<file path="src/rtl/adc_ctrl_pkg.sv">
package adc_ctrl_pkg;

    typedef enum logic {
        MODE_FREE = 1'b0,
        MODE_SYNC = 1'b1
    } start_mode_e;

endpackage

</file>
<file path="src/rtl/adc_start_detect.sv">
module adc_start_detect
    import adc_ctrl_pkg::*;
#(
    parameter int CONT_LIMIT = 64
) (
    input  logic clk,
    input  logic rst_n,
    input  logic mode_sync,
    input  logic chip_sel_n,
    input  logic start_n,
    output logic req,
    output logic cont_warn
);
    localparam int LW = $clog2(CONT_LIMIT + 1);

    typedef struct packed {
        logic          strobe_prev;
        logic [LW-1:0] low_cnt;
        logic          cont;
    } det_t;

    det_t det_d, det_q;
    logic gated_ok;
    logic low_level;

    always_comb begin
        gated_ok  = (start_mode_e'(mode_sync) == MODE_FREE) || !chip_sel_n;
        low_level = !start_n && gated_ok;
        req       = det_q.strobe_prev && !start_n && gated_ok;

        det_d             = det_q;
        det_d.strobe_prev = start_n;
        if (low_level) begin
            if (det_q.low_cnt != LW'(CONT_LIMIT)) begin
                det_d.low_cnt = det_q.low_cnt + LW'(1);
            end
            if (det_q.low_cnt == LW'(CONT_LIMIT - 1)) begin
                det_d.cont = 1'b1;
            end
        end else begin
            det_d.low_cnt = '0;
        end
    end

    always_ff @(posedge clk or negedge rst_n) begin
        if (!rst_n) begin
            det_q.strobe_prev <= 1'b1;
            det_q.low_cnt     <= '0;
            det_q.cont        <= 1'b0;
        end else begin
            det_q <= det_d;
        end
    end

    assign cont_warn = det_q.cont;

    AST_CONT_STICKY: assert property (@(posedge clk) disable iff (!rst_n)
        det_q.cont |=> det_q.cont);

    AST_CONT_NEEDS_LOW: assert property (@(posedge clk) disable iff (!rst_n)
        $rose(det_q.cont) |-> $past(!start_n));

endmodule

</file>
<file path="src/rtl/adc_conv_seq.sv">
module adc_conv_seq #(
    parameter int CONV_CYCLES  = 20,
    parameter int TRACK_CYCLES = 8,
    parameter int MIN_GAP      = 500,
    parameter int POR_CYCLES   = 1000
) (
    input  logic clk,
    input  logic rst_n,
    input  logic req,
    output logic busy,
    output logic trk_hold,
    output logic conv_done,
    output logic overrun,
    output logic rate_warn
);
    localparam int CW = (CONV_CYCLES > 1) ? $clog2(CONV_CYCLES) : 1;
    localparam int PW = $clog2(POR_CYCLES + 1);
    localparam int GW = $clog2(MIN_GAP + 1);

    typedef struct packed {
        logic [PW-1:0] por_cnt;
        logic          busy;
        logic [CW-1:0] cnt;
        logic          hold;
        logic          done;
        logic          ovr;
        logic [GW-1:0] gap;
        logic          rate;
    } seq_t;

    seq_t seq_d, seq_q;
    logic ready;

    always_comb begin
        ready = (seq_q.por_cnt == PW'(POR_CYCLES));

        seq_d      = seq_q;
        seq_d.done = 1'b0;
        seq_d.rate = 1'b0;

        if (!ready) begin
            seq_d.por_cnt = seq_q.por_cnt + PW'(1);
        end
        if (seq_q.gap != GW'(MIN_GAP)) begin
            seq_d.gap = seq_q.gap + GW'(1);
        end

        if (seq_q.busy) begin
            if (seq_q.cnt == CW'(CONV_CYCLES - 1)) begin
                seq_d.busy = 1'b0;
                seq_d.done = 1'b1;
                seq_d.cnt  = '0;
            end else begin
                seq_d.cnt = seq_q.cnt + CW'(1);
            end
            if (seq_q.hold && seq_q.cnt == CW'(TRACK_CYCLES - 1)) begin
                seq_d.hold = 1'b0;
            end
        end

        if (req && ready) begin
            if (seq_q.gap < GW'(MIN_GAP)) begin
                seq_d.rate = 1'b1;
            end
            if (seq_q.busy) begin
                seq_d.ovr = 1'b1;
            end else begin
                seq_d.busy = 1'b1;
                seq_d.cnt  = '0;
                seq_d.hold = 1'b1;
                seq_d.gap  = GW'(1);
            end
        end
    end

    always_ff @(posedge clk or negedge rst_n) begin
        if (!rst_n) begin
            seq_q.por_cnt <= '0;
            seq_q.busy    <= 1'b0;
            seq_q.cnt     <= '0;
            seq_q.hold    <= 1'b0;
            seq_q.done    <= 1'b0;
            seq_q.ovr     <= 1'b0;
            seq_q.gap     <= GW'(MIN_GAP);
            seq_q.rate    <= 1'b0;
        end else begin
            seq_q <= seq_d;
        end
    end

    assign busy      = seq_q.busy;
    assign trk_hold  = seq_q.hold;
    assign conv_done = seq_q.done;
    assign overrun   = seq_q.ovr;
    assign rate_warn = seq_q.rate;

    AST_DONE_SINGLE: assert property (@(posedge clk) disable iff (!rst_n)
        seq_q.done |=> !seq_q.done);

    AST_DONE_AT_END: assert property (@(posedge clk) disable iff (!rst_n)
        seq_q.done |-> (!seq_q.busy && $past(seq_q.busy)));

    AST_HOLD_INSIDE_CONV: assert property (@(posedge clk) disable iff (!rst_n)
        seq_q.hold |-> seq_q.busy);

    AST_IDLE_UNTIL_READY: assert property (@(posedge clk) disable iff (!rst_n)
        !ready |-> !seq_q.busy);

    AST_OVERRUN_STICKY: assert property (@(posedge clk) disable iff (!rst_n)
        seq_q.ovr |=> seq_q.ovr);

endmodule

</file>
<file path="src/rtl/adc_status_drive.sv">
module adc_status_drive
    import adc_ctrl_pkg::*;
(
    input  logic clk,
    input  logic rst_n,
    input  logic mode_sync,
    input  logic chip_sel_n,
    input  logic stat_en_n,
    input  logic busy,
    output logic status,
    output logic status_oe
);
    always_comb begin
        status = !busy;
        if (start_mode_e'(mode_sync) == MODE_SYNC) begin
            status_oe = !chip_sel_n && !stat_en_n;
        end else begin
            status_oe = busy && !stat_en_n;
        end
    end

    AST_FREE_PULLS_LOW_ONLY: assert property (@(posedge clk) disable iff (!rst_n)
        (!mode_sync && status_oe) |-> !status);

endmodule

</file>
<file path="src/rtl/adc_start_ctrl.sv">
module adc_start_ctrl #(
    parameter int CONV_CYCLES  = 20,
    parameter int TRACK_CYCLES = 8,
    parameter int MIN_GAP      = 500,
    parameter int POR_CYCLES   = 1000,
    parameter int CONT_LIMIT   = 64
) (
    input  logic clk,
    input  logic rst_n,
    input  logic mode_sync,
    input  logic chip_sel_n,
    input  logic start_n,
    input  logic stat_en_n,
    output logic status,
    output logic status_oe,
    output logic trk_hold,
    output logic conv_done,
    output logic cont_warn,
    output logic rate_warn,
    output logic overrun
);
    logic req;
    logic busy;

    adc_start_detect #(
        .CONT_LIMIT(CONT_LIMIT)
    ) u_detect (
        .clk       (clk),
        .rst_n     (rst_n),
        .mode_sync (mode_sync),
        .chip_sel_n(chip_sel_n),
        .start_n   (start_n),
        .req       (req),
        .cont_warn (cont_warn)
    );

    adc_conv_seq #(
        .CONV_CYCLES (CONV_CYCLES),
        .TRACK_CYCLES(TRACK_CYCLES),
        .MIN_GAP     (MIN_GAP),
        .POR_CYCLES  (POR_CYCLES)
    ) u_seq (
        .clk      (clk),
        .rst_n    (rst_n),
        .req      (req),
        .busy     (busy),
        .trk_hold (trk_hold),
        .conv_done(conv_done),
        .overrun  (overrun),
        .rate_warn(rate_warn)
    );

    adc_status_drive u_status (
        .clk       (clk),
        .rst_n     (rst_n),
        .mode_sync (mode_sync),
        .chip_sel_n(chip_sel_n),
        .stat_en_n (stat_en_n),
        .busy      (busy),
        .status    (status),
        .status_oe (status_oe)
    );

    AST_SYNC_GATED_START: assert property (@(posedge clk) disable iff (!rst_n)
        (mode_sync && chip_sel_n && !busy) |=> !busy);

endmodule

</file>
<file path="config.mk">
export PLATFORM = sky130hd
export DESIGN_NAME = adc_start_ctrl
export DESIGN_NICKNAME = d
export VERILOG_FILES = /design/src/rtl/adc_ctrl_pkg.sv /design/src/rtl/adc_start_detect.sv /design/src/rtl/adc_conv_seq.sv /design/src/rtl/adc_status_drive.sv /design/src/rtl/adc_start_ctrl.sv
export SDC_FILE = /design/constraint.sdc
export NUM_CORES = 1
export LEC_CHECK = 0
export BUFFER_PORTS_ARGS = -buffer_cell sky130_fd_sc_hd__buf_2
export CELL_PAD_IN_SITES_DETAIL_PLACEMENT = 1
export CELL_PAD_IN_SITES_GLOBAL_PLACEMENT = 2
export CORE_MARGIN = 3
export CORE_UTILIZATION = 39
export DETAILED_ROUTE_END_ITERATION = 16
export GPL_ROUTABILITY_DRIVEN = 0
export GPL_TIMING_DRIVEN = 0
export PLACE_DENSITY = 0.8
export SYNTH_ARGS = -nofsm -noshare
export SYNTH_HDL_FRONTEND = slang
export SYNTH_HIERARCHICAL = 1
export SYNTH_SLANG_ARGS = --single-unit
</file>
<file path="constraint.sdc">
create_clock -name clk -period 1.9 [get_ports clk]
set_input_delay 0.095 -clock clk [delete_from_list [all_inputs] [get_ports clk]]
set_output_delay 0.095 -clock clk [all_outputs]
set_load 0.02 [all_outputs]
</file>
; Yosys cells after proc, flatten, opt, wreduce, memory -nomap -nowiden
; Cells that the tools add are included.
[totals]
ff_bits = 38
latchBits = 0
ram_bits = 0
rom_bits = 0
out_inout_bits = 7
wordCells = 52
n_memories = 0
[op_classes]
addsub = 4
mul = 0
div = 0
n_lt_le_gt_ge = 1
eq_ne = 7
shift = 0
mux = 14
bitwise = 1
reduce_logical = 14
[op_table]
columns = cell, n
row1 = 7-bit two-way mux, 4
row2 = 9-bit two-way mux, 2
row3 = 10-bit by 1-bit adder with 10-bit output (second input constant), 1
row4 = 10-bit == test (second input constant), 1
row5 = 10-bit two-way mux, 1
row6 = 9-bit by 1-bit adder with 9-bit output (second input constant), 1
row7 = 9-bit < comparator (second input constant), 1
row8 = 9-bit inequality test (second input constant), 1
row9 = 8-bit two-way mux, 1
row10 = 7-bit by 1-bit adder with 7-bit output (second input constant), 1
row11 = 7-bit by 6-bit == test with 1-bit output (second input constant), 1
row12 = 1-bit logical AND, 7
row13 = 7-bit inequality test (second input constant), 1
row14 = 5-bit by 1-bit adder with 5-bit output (second input constant), 1
row15 = 5-bit by 3-bit == test with 1-bit output (second input constant), 1
row16 = 5-bit == test (second input constant), 1
row17 = 1-bit two-way mux, 5
row18 = 5-bit two-way mux, 1
row19 = 1-bit zero test, 4
row20 = 2-bit AND reduction, 2
row21 = 2-bit inequality test (second input constant), 1
row22 = 1-bit logical OR, 1
row23 = 1-bit NOT, 1

; Logic depth before layout (Yosys ltp)
; Gate-level depths: netlist of run 1.
[logic_depth]
word_depth = 6
depth_mapped = 6

; Modules after synthesis
; The synthesis of run 1 kept the hierarchy.
[modules_own_cells]
columns = module, n_inst, cells_each, area_per_inst_um2
row1 = adc_conv_seq, 1, 130, 1428.9
row2 = adc_start_detect, 1, 46, 457.9
row3 = adc_status_drive, 1, 3, 15.0

; Least setup slack after synthesis of run 1
; OpenSTA, ideal clock, no wires.
[synth_path]
kind = register -> register
from = register u_seq/seq_q[19] in the netlist's numbering
to = register u_seq/seq_q[20] in the netlist's numbering
setup_ns = 0.125
arrival_ns = 1.421
t_required_ns = 1.775
path_slack_ns = 0.354
path_stages_with_launch = 6
period_less_slack_ns = 1.546
cell_sequence = dfrtp_1 > inv_1 > ha_1 > nand4bb_4 > or3_4 > mux2_4
[synth_between]
elab_chain_cells = 1
[synth_rtl]
columns = item, line
row1 = "start, declared", adc_conv_seq.sv:31  ; seq_t seq_d, seq_q;
row2 = "start signal, assigned", adc_conv_seq.sv:87  ; seq_q <= seq_d;
row3 = 10-bit by 1-bit adder with 10-bit output / 10-bit == test (equally long branches), "adc_conv_seq.sv:42, adc_conv_seq.sv:35"
; Several ways; a longest one is shown, not always the timed one.
; A chain may end at the register's enable or synchronous reset.

; Final worst setup path of run 1
; Ends and elaborated chain as after synthesis.

==> run metrics, run 1 <==
Placed Area=0.00204 mm²; First-pass DRT Iterations=4; first-pass GRT wire length=7.22 mm; Finished Core Util=48.0%; crit-path max FO=4; Pwr Density=697 mW/mm²; H-Tree Depth=2; Starting Density=41.9%; syn avg cell area=10.6 µm²; Clk Latency, worst-skew pair=0.28 ns; via count=1396; cell count after synthesis=179; vias in the first global route=1558; Slew @ Worst Pin=0.841 ns; die width=75.8 µm; CTS root buf=clkbuf_8; ANT cells=0; share of the synthesized area in the top cell type=40.8%; ANT nets after route=0; prevailing post-synth register cell=dfrtp_1; Slew Limit Headroom=43.9%; total setup buffers inserted after CTS=0; Async SR Flop Fraction=100%; maximum vdd drop=0.000342 V; DRC=0; final WL=4.02 mm; initial antenna violation count=0; Post-synth top cells=dfrtp_1 (31), a21oi_1 (12), nand2_1 (12), inv_1 (11); Port-buffer cells=12; non-filler cells, final=266; Fmax=599 MHz; total track usage=16.5%; total placed cells including tap cells=256; Top Ports=13; hold endpoint=u_detect/det_q[7]; Worst setup EP type=flop; Area Growth Syn to Fin=14.5%; Final Critical Period=1.67 ns; Worst Skew=0.00136 ns; final hold vios=0; Critical Path RT=2.07 ns; std cell rows=24; hold depth=4; library cells used by synthesis=46; fill count=504; top-count cell post-synth=dfrtp_1; Final WS setup=0.231 ns; fin area=0.00218 mm²; Worst Hold Launch=chip_sel_n; total power=1.52 mW; outcome=completed; Core ar.=0.00453 mm²; leakage power=0.935 nW; sequential area share after synthesis=50.5%; worst hold-check slack=0.178 ns; via/cell ratio=5.25; Worst-path clk slew=0.07 ns; WL/cell=15.1 µm; worst r2r src=u_seq/seq_q[19]; Ys Warns=6; Final TNS setup=0 ns; R2R cell count=5; RSZ-0062 raised after global routing=no; worst-case clock buffer depth=2; multi-input logic area=895 µm²; Seq cells post-synth=38; cts bufs inserted=5; fin crit share=87.8%; DP Wirelength=2.89 mm; gr ovfl total=0; Die H=75.8 µm; largest net degree at the start of global routing=39; layout cells sized above 1=19.9%; Synth Cell Area=0.00190 mm²; Area contributors post-synth=dfrtp_1 (41%), dfstp_2 (9.7%), ha_1 (4.6%); EDFF count, synth=0; Worst EP arrival=1.84 ns; setup slack, reg-to-reg=0.23 ns; final setup fails=0; DR iter-0 viols=56; clock sinks=38; pre-CTS setup slack=0.117 ns; max-slew violations=0; Startpoint Class=flop; max cap viols=0; Worst R2R End=u_seq/seq_q[20]; Tightest Hold Check Type=in2reg; Crit Path Category=reg2reg; area leader, netlist=dfrtp_1; Syn Nets=192; Total Nets Final=213; CTS tree=built; Die Footprint=0.00575 mm²; storage element area=960 µm²
==> final cells by class <==
type | instances | share of cell area [%]
inverter | 11 | 1.90
buffer | 2 | 0.517
tap | 65 | 3.73
timing repair buffer | 14 | 3.68
multi-input combinational | 128 | 41.1
sequential | 38 | 44.1
clock buffer | 8 | 5.05
==> worst max-delay path by stage <==
stage                    start         endpoint  slack, ns  cells after the start
6_report       u_seq/seq_q[19]  u_seq/seq_q[20]       0.23                      5
5_1_grt        u_seq/seq_q[19]   u_seq/seq_q[1]       0.09                      6
4_1_cts        u_seq/seq_q[19]  u_seq/seq_q[15]       0.08                      5
3_5_place_dp   u_seq/seq_q[19]  u_seq/seq_q[15]       0.12                      5
3_3_place_gp   u_seq/seq_q[19]  u_seq/seq_q[14]       0.18                      5
2_1_floorplan  u_seq/seq_q[19]  u_seq/seq_q[20]       0.35                      5
==> where the power goes <==
group / internal [mW] / switching (mW)
Clock: 0.366 / 0.274
Sequential: 0.816 / 0.00719
Combinational: 0.0183 / 0.0361
==> layer usage <==
metal  global-route usage [%]  wire (µm)  vias up
met2                     29.4       2130       10
li1                         -          -      675
met5                        0          0        -
met3                     3.43         82        4
met4                     5.24         37        0
met1                     19.8       1760      707
==> placed cells by master (no fill, tap or decap), types with 3 or more instances in the layout <==
| cell | count |
|---|---|
| dfrtp_1 | 31 |
| buf_2 | 12 |
| a21oi_1 | 12 |
| nand2_1 | 12 |
| inv_1 | 11 |
| clkbuf_8 | 8 |
| nand3_1 | 8 |
| o21ai_0 | 8 |
| nor2_1 | 8 |
| ha_1 | 7 |
| dfstp_2 | 7 |
| xnor2_1 | 7 |
| nand2b_1 | 6 |
| xor2_1 | 6 |
| nor3_1 | 5 |
| or3_1 | 5 |
| nand4_1 | 5 |
| and2_1 | 3 |
| nor2b_1 | 3 |
==> cell families (layout without fill, tap and decap cells) <==
| kind of cell | count (synthesis) | after routing | synth area share [%] |
|---|---|---|---|
| AOI/OAI and AO/OA | 34 | 34 | 11.0 |
| xor gates and xnor gates | 13 | 13 | 5.99 |
| adders and majority gates | 7 | 7 | 4.61 |
| buffers and inverters | 13 | 35 | 2.76 |
| DFF | 38 | 38 | 50.5 |
| muxes | 1 | 1 | 0.789 |
| and+or+nand+nor | 73 | 73 | 24.4 |
==> sequential cells by signal (all words and copies together), names as in the netlist <==
register and flops:
u_seq/trk_hold 1, u_seq/seq_q 24, u_seq/busy 1, u_detect/cont_warn 1, u_seq/rate_warn 1, u_seq/conv_done 1, u_detect/det_q 8, u_seq/overrun 1
==> critical path, cell delays in order (launching register included) <==
cell and delay [ns]:
dfrtp_1 0.42, inv_1 0.11, ha_1 0.20, nand4bb_4 0.14, or3_4 0.38, mux2_4 0.30
==> what timing repair did <==
item | 4_1_cts | 5_1_grt
endpoints found under the setup margin | 0 | 6
resized for setup | 0 | 1
hold endpoints to repair | 32 | 0
hold buffers | 2 | 0
No activity file was read; power rests on OpenSTA's default activity.
==> run 2, diff against run 1 <==
--- a/config.mk
+++ b/config.mk
@@ -6,6 +6,7 @@
 export NUM_CORES = 1
 export LEC_CHECK = 0
 export BUFFER_PORTS_ARGS = -buffer_cell sky130_fd_sc_hd__buf_2
+export CAP_MARGIN = 10
 export CELL_PAD_IN_SITES_DETAIL_PLACEMENT = 1
 export CELL_PAD_IN_SITES_GLOBAL_PLACEMENT = 2
 export CORE_MARGIN = 3
@@ -14,6 +15,7 @@
 export GPL_ROUTABILITY_DRIVEN = 0
 export GPL_TIMING_DRIVEN = 0
 export PLACE_DENSITY = 0.8
+export SETUP_SLACK_MARGIN = 0.4
 export SYNTH_ARGS = -nofsm -noshare
 export SYNTH_HDL_FRONTEND = slang
 export SYNTH_HIERARCHICAL = 1
==> run metrics, run 2 (synthesis gave the netlist of run 1 again) <==
First-pass DRT Iterations=3 (-1); gr ovfl total=0 (unchanged); Slew Limit Headroom=43.9% (-0.049 points); max reg flops=24 (unchanged); clock share of power=48.5% (+6.3 points); layout cells sized above 1=23.9% (+4.0 points); vias in the first global route=1457 (-6.5%); Worst-path clk slew=0.08 ns (about the same); cts bufs inserted=5 (unchanged); max cap viols=0 (unchanged); CP max stage cell=dfrtp_1; Switch Pwr=0.341 mW (+7.6%); CTS tree=built; Worst setup EP type=flop; Critical Path RT=2.07 ns (about the same); maximum vdd drop=0.000335 V (-2.0%); via count=1394 (-0.14%); Total Nets Final=217 (+1.9%); WL met1=1.80 mm (+2.2%); Worst EP arrival=1.71 ns (-0.13 ns); ANT nets after route=0 (unchanged); WL/cell=14.8 µm (-1.9%); Area Growth Syn to Fin=19.5%; CTS root buf=clkbuf_8; Internal=1.36 mW (+13%); DRC=0 (unchanged); Die H=75.8 µm (unchanged); Startpoint Class=flop; total placed cells including tap cells=256 (unchanged); Largest Register=u_seq/seq_q; Top Ports=13 (unchanged); total track usage=15.6% (-0.94 points); die width=75.8 µm (unchanged); DR iter-0 viols=50 (-11%); Clk Latency, worst-skew pair=0.29 ns (about the same); largest net degree at the start of global routing=39 (unchanged); Starting Density=41.9% (unchanged); H-Tree Depth=2 (unchanged); Top Metal Used=met4; commonest non-fill, non-tap cell in the layout=dfrtp_1; slowest cell delay on critical path=0.40 ns (-0.02 ns); non-filler cells, final=270 (+1.5%); Pwr Density=748 mW/mm² (+7.4%); std cell rows=24 (unchanged); worst-case clock buffer depth=2 (unchanged); final setup fails=0 (unchanged); fill count=503 (-0.20%); met3 WL=106 µm (+29%); initial antenna violation count=0 (unchanged); commonest cells after routing, fill and taps aside=dfrtp_1 (31), buf_2 (12), a21oi_1 (12), nand2_1 (12), inv_1 (9); clock sinks=38 (unchanged); biggest regs=u_seq/seq_q x24, u_detect/det_q x8; Die Footprint=0.00575 mm² (unchanged); via/cell ratio=5.16 (-1.6%); Net Sw Frac=20.1% (-0.84 points); final hold vios=0 (unchanged); metal2 WL=2.06 mm (-3.5%); Fmax=649 MHz (+8.2%); outcome=completed; Core ar.=0.00453 mm² (unchanged); DP Wirelength=2.77 mm (-4.4%); fin crit share=81.2% (-6.7 points); Port-buffer cells=12 (unchanged); final WL=4.00 mm (-0.47%); Final TNS setup=0 ns (unchanged); max-slew violations=0 (unchanged); crit-path max FO=3 (-1); first-pass GRT wire length=6.77 mm (-6.2%); Final Critical Period=1.54 ns (-0.127 ns); Crit Path Category=reg2reg; RSZ-0062 raised after global routing=yes; combinational share of power=3.2% (-0.4 points); Slew @ Worst Pin=0.842 ns (+0.000732 ns); ANT cells=0 (unchanged); Tightest Hold Check Type=in2reg; Worst Skew=0.00879 ns (+0.00743 ns); Sequential Power Share=48.4% (-5.8 points); CP cell instances=inv_2 > ha_4 > nand4bb_4 > or3_4 > mux2_4; leakage power=0.997 nW (+6.6%)
## run 2: changes by cell type in the layout (fill, tap and decap cells not counted), sizes merged
cell    change
bufinv      +2
buf         +4
clkinv      +1
clkbuf      -3
## run 2: metrics by stage
step           power (mW)  hold slack, ns  cell area [µm²]  worst slack [ns]  utilization [%]
3_5_place_dp        0.890           0.231             2050             0.145             45.1
4_1_cts              1.73           0.115             2250             0.307             49.7
6_report             1.70           0.118             2270             0.358             50.1
3_3_place_gp        0.887           0.220             2050             0.185             45.1
5_1_grt              1.77           0.160             2270             0.312             50.1
2_1_floorplan       0.858          -0.201             1900             0.372                -
## run 2: timing repair
item | CTS | global route
setup endpoints to repair | 19 | 20
hold buffers | 2 | 0
pin swaps | 2 | 2
setup buffers | 4 | 0
gates resized for setup | 4 | 3
hold endpoints to repair | 32 | 0
## run 2: worst paths after layout
| path | start | cells past startpoint | slack, ns | endpoint |
|---|---|---|---|---|
| min in group asynchronous | rst_n | 2 | 0.45 | u_seq/seq_q[2] |
| worst max-delay path | u_seq/seq_q[19] | 5 | 0.36 | u_seq/seq_q[20] |
| max in group asynchronous | rst_n | 2 | 0.92 | u_seq/seq_q[24] |
| worst min register to register | u_detect/cont_warn | 1 | 0.48 | u_detect/cont_warn |
| worst max register to register | u_seq/seq_q[19] | 5 | 0.36 | u_seq/seq_q[20] |
| worst min-delay path | start_n | 4 | 0.12 | u_detect/det_q[7] |
## run 2: cell type report
type | count | area, µm² | area share (%)
Inverter | 11 | 41.3 | 1.82
Sequential cell | 38 | 960 | 42.2
Multi-Input combinational cell | 128 | 932 | 41.0
Clock inverter | 3 | 68.8 | 3.03
Timing Repair Buffer | 18 | 110 | 4.84
Tap cell | 65 | 81.3 | 3.58
Buffer | 2 | 11.3 | 0.495
Clock buffer | 5 | 68.8 | 3.03
## run 2: power groups by stage
| stage | combinational [mW] | sequential [mW] | clock, mW |
|---|---|---|---|
| 2_1_floorplan | 0.0198 | 0.838 | 0 |
| 3_3_place_gp | 0.0494 | 0.837 | 0 |
| 3_5_place_dp | 0.0526 | 0.838 | 0 |
| 4_1_cts | 0.0561 | 0.823 | 0.847 |
| 5_1_grt | 0.0626 | 0.824 | 0.885 |
| 6_report | 0.0539 | 0.823 | 0.825 |
## run 2: critical path: cells and delay by family, from the launching register on
kind / cells / cell delay, ns
buffers and inverters: 1 / 0.08
muxes: 1 / 0.30
and+or+nand+nor: 2 / 0.51
adders and majority gates: 1 / 0.13
DFF: 1 / 0.40
## run 2: layer usage
metal  vias to the layer above  GRT usage [%]
met4                         0           5.24
met1                       694           18.8
met5                         -              0
met2                        15           27.3
met3                         4           3.30
li1                        681              -
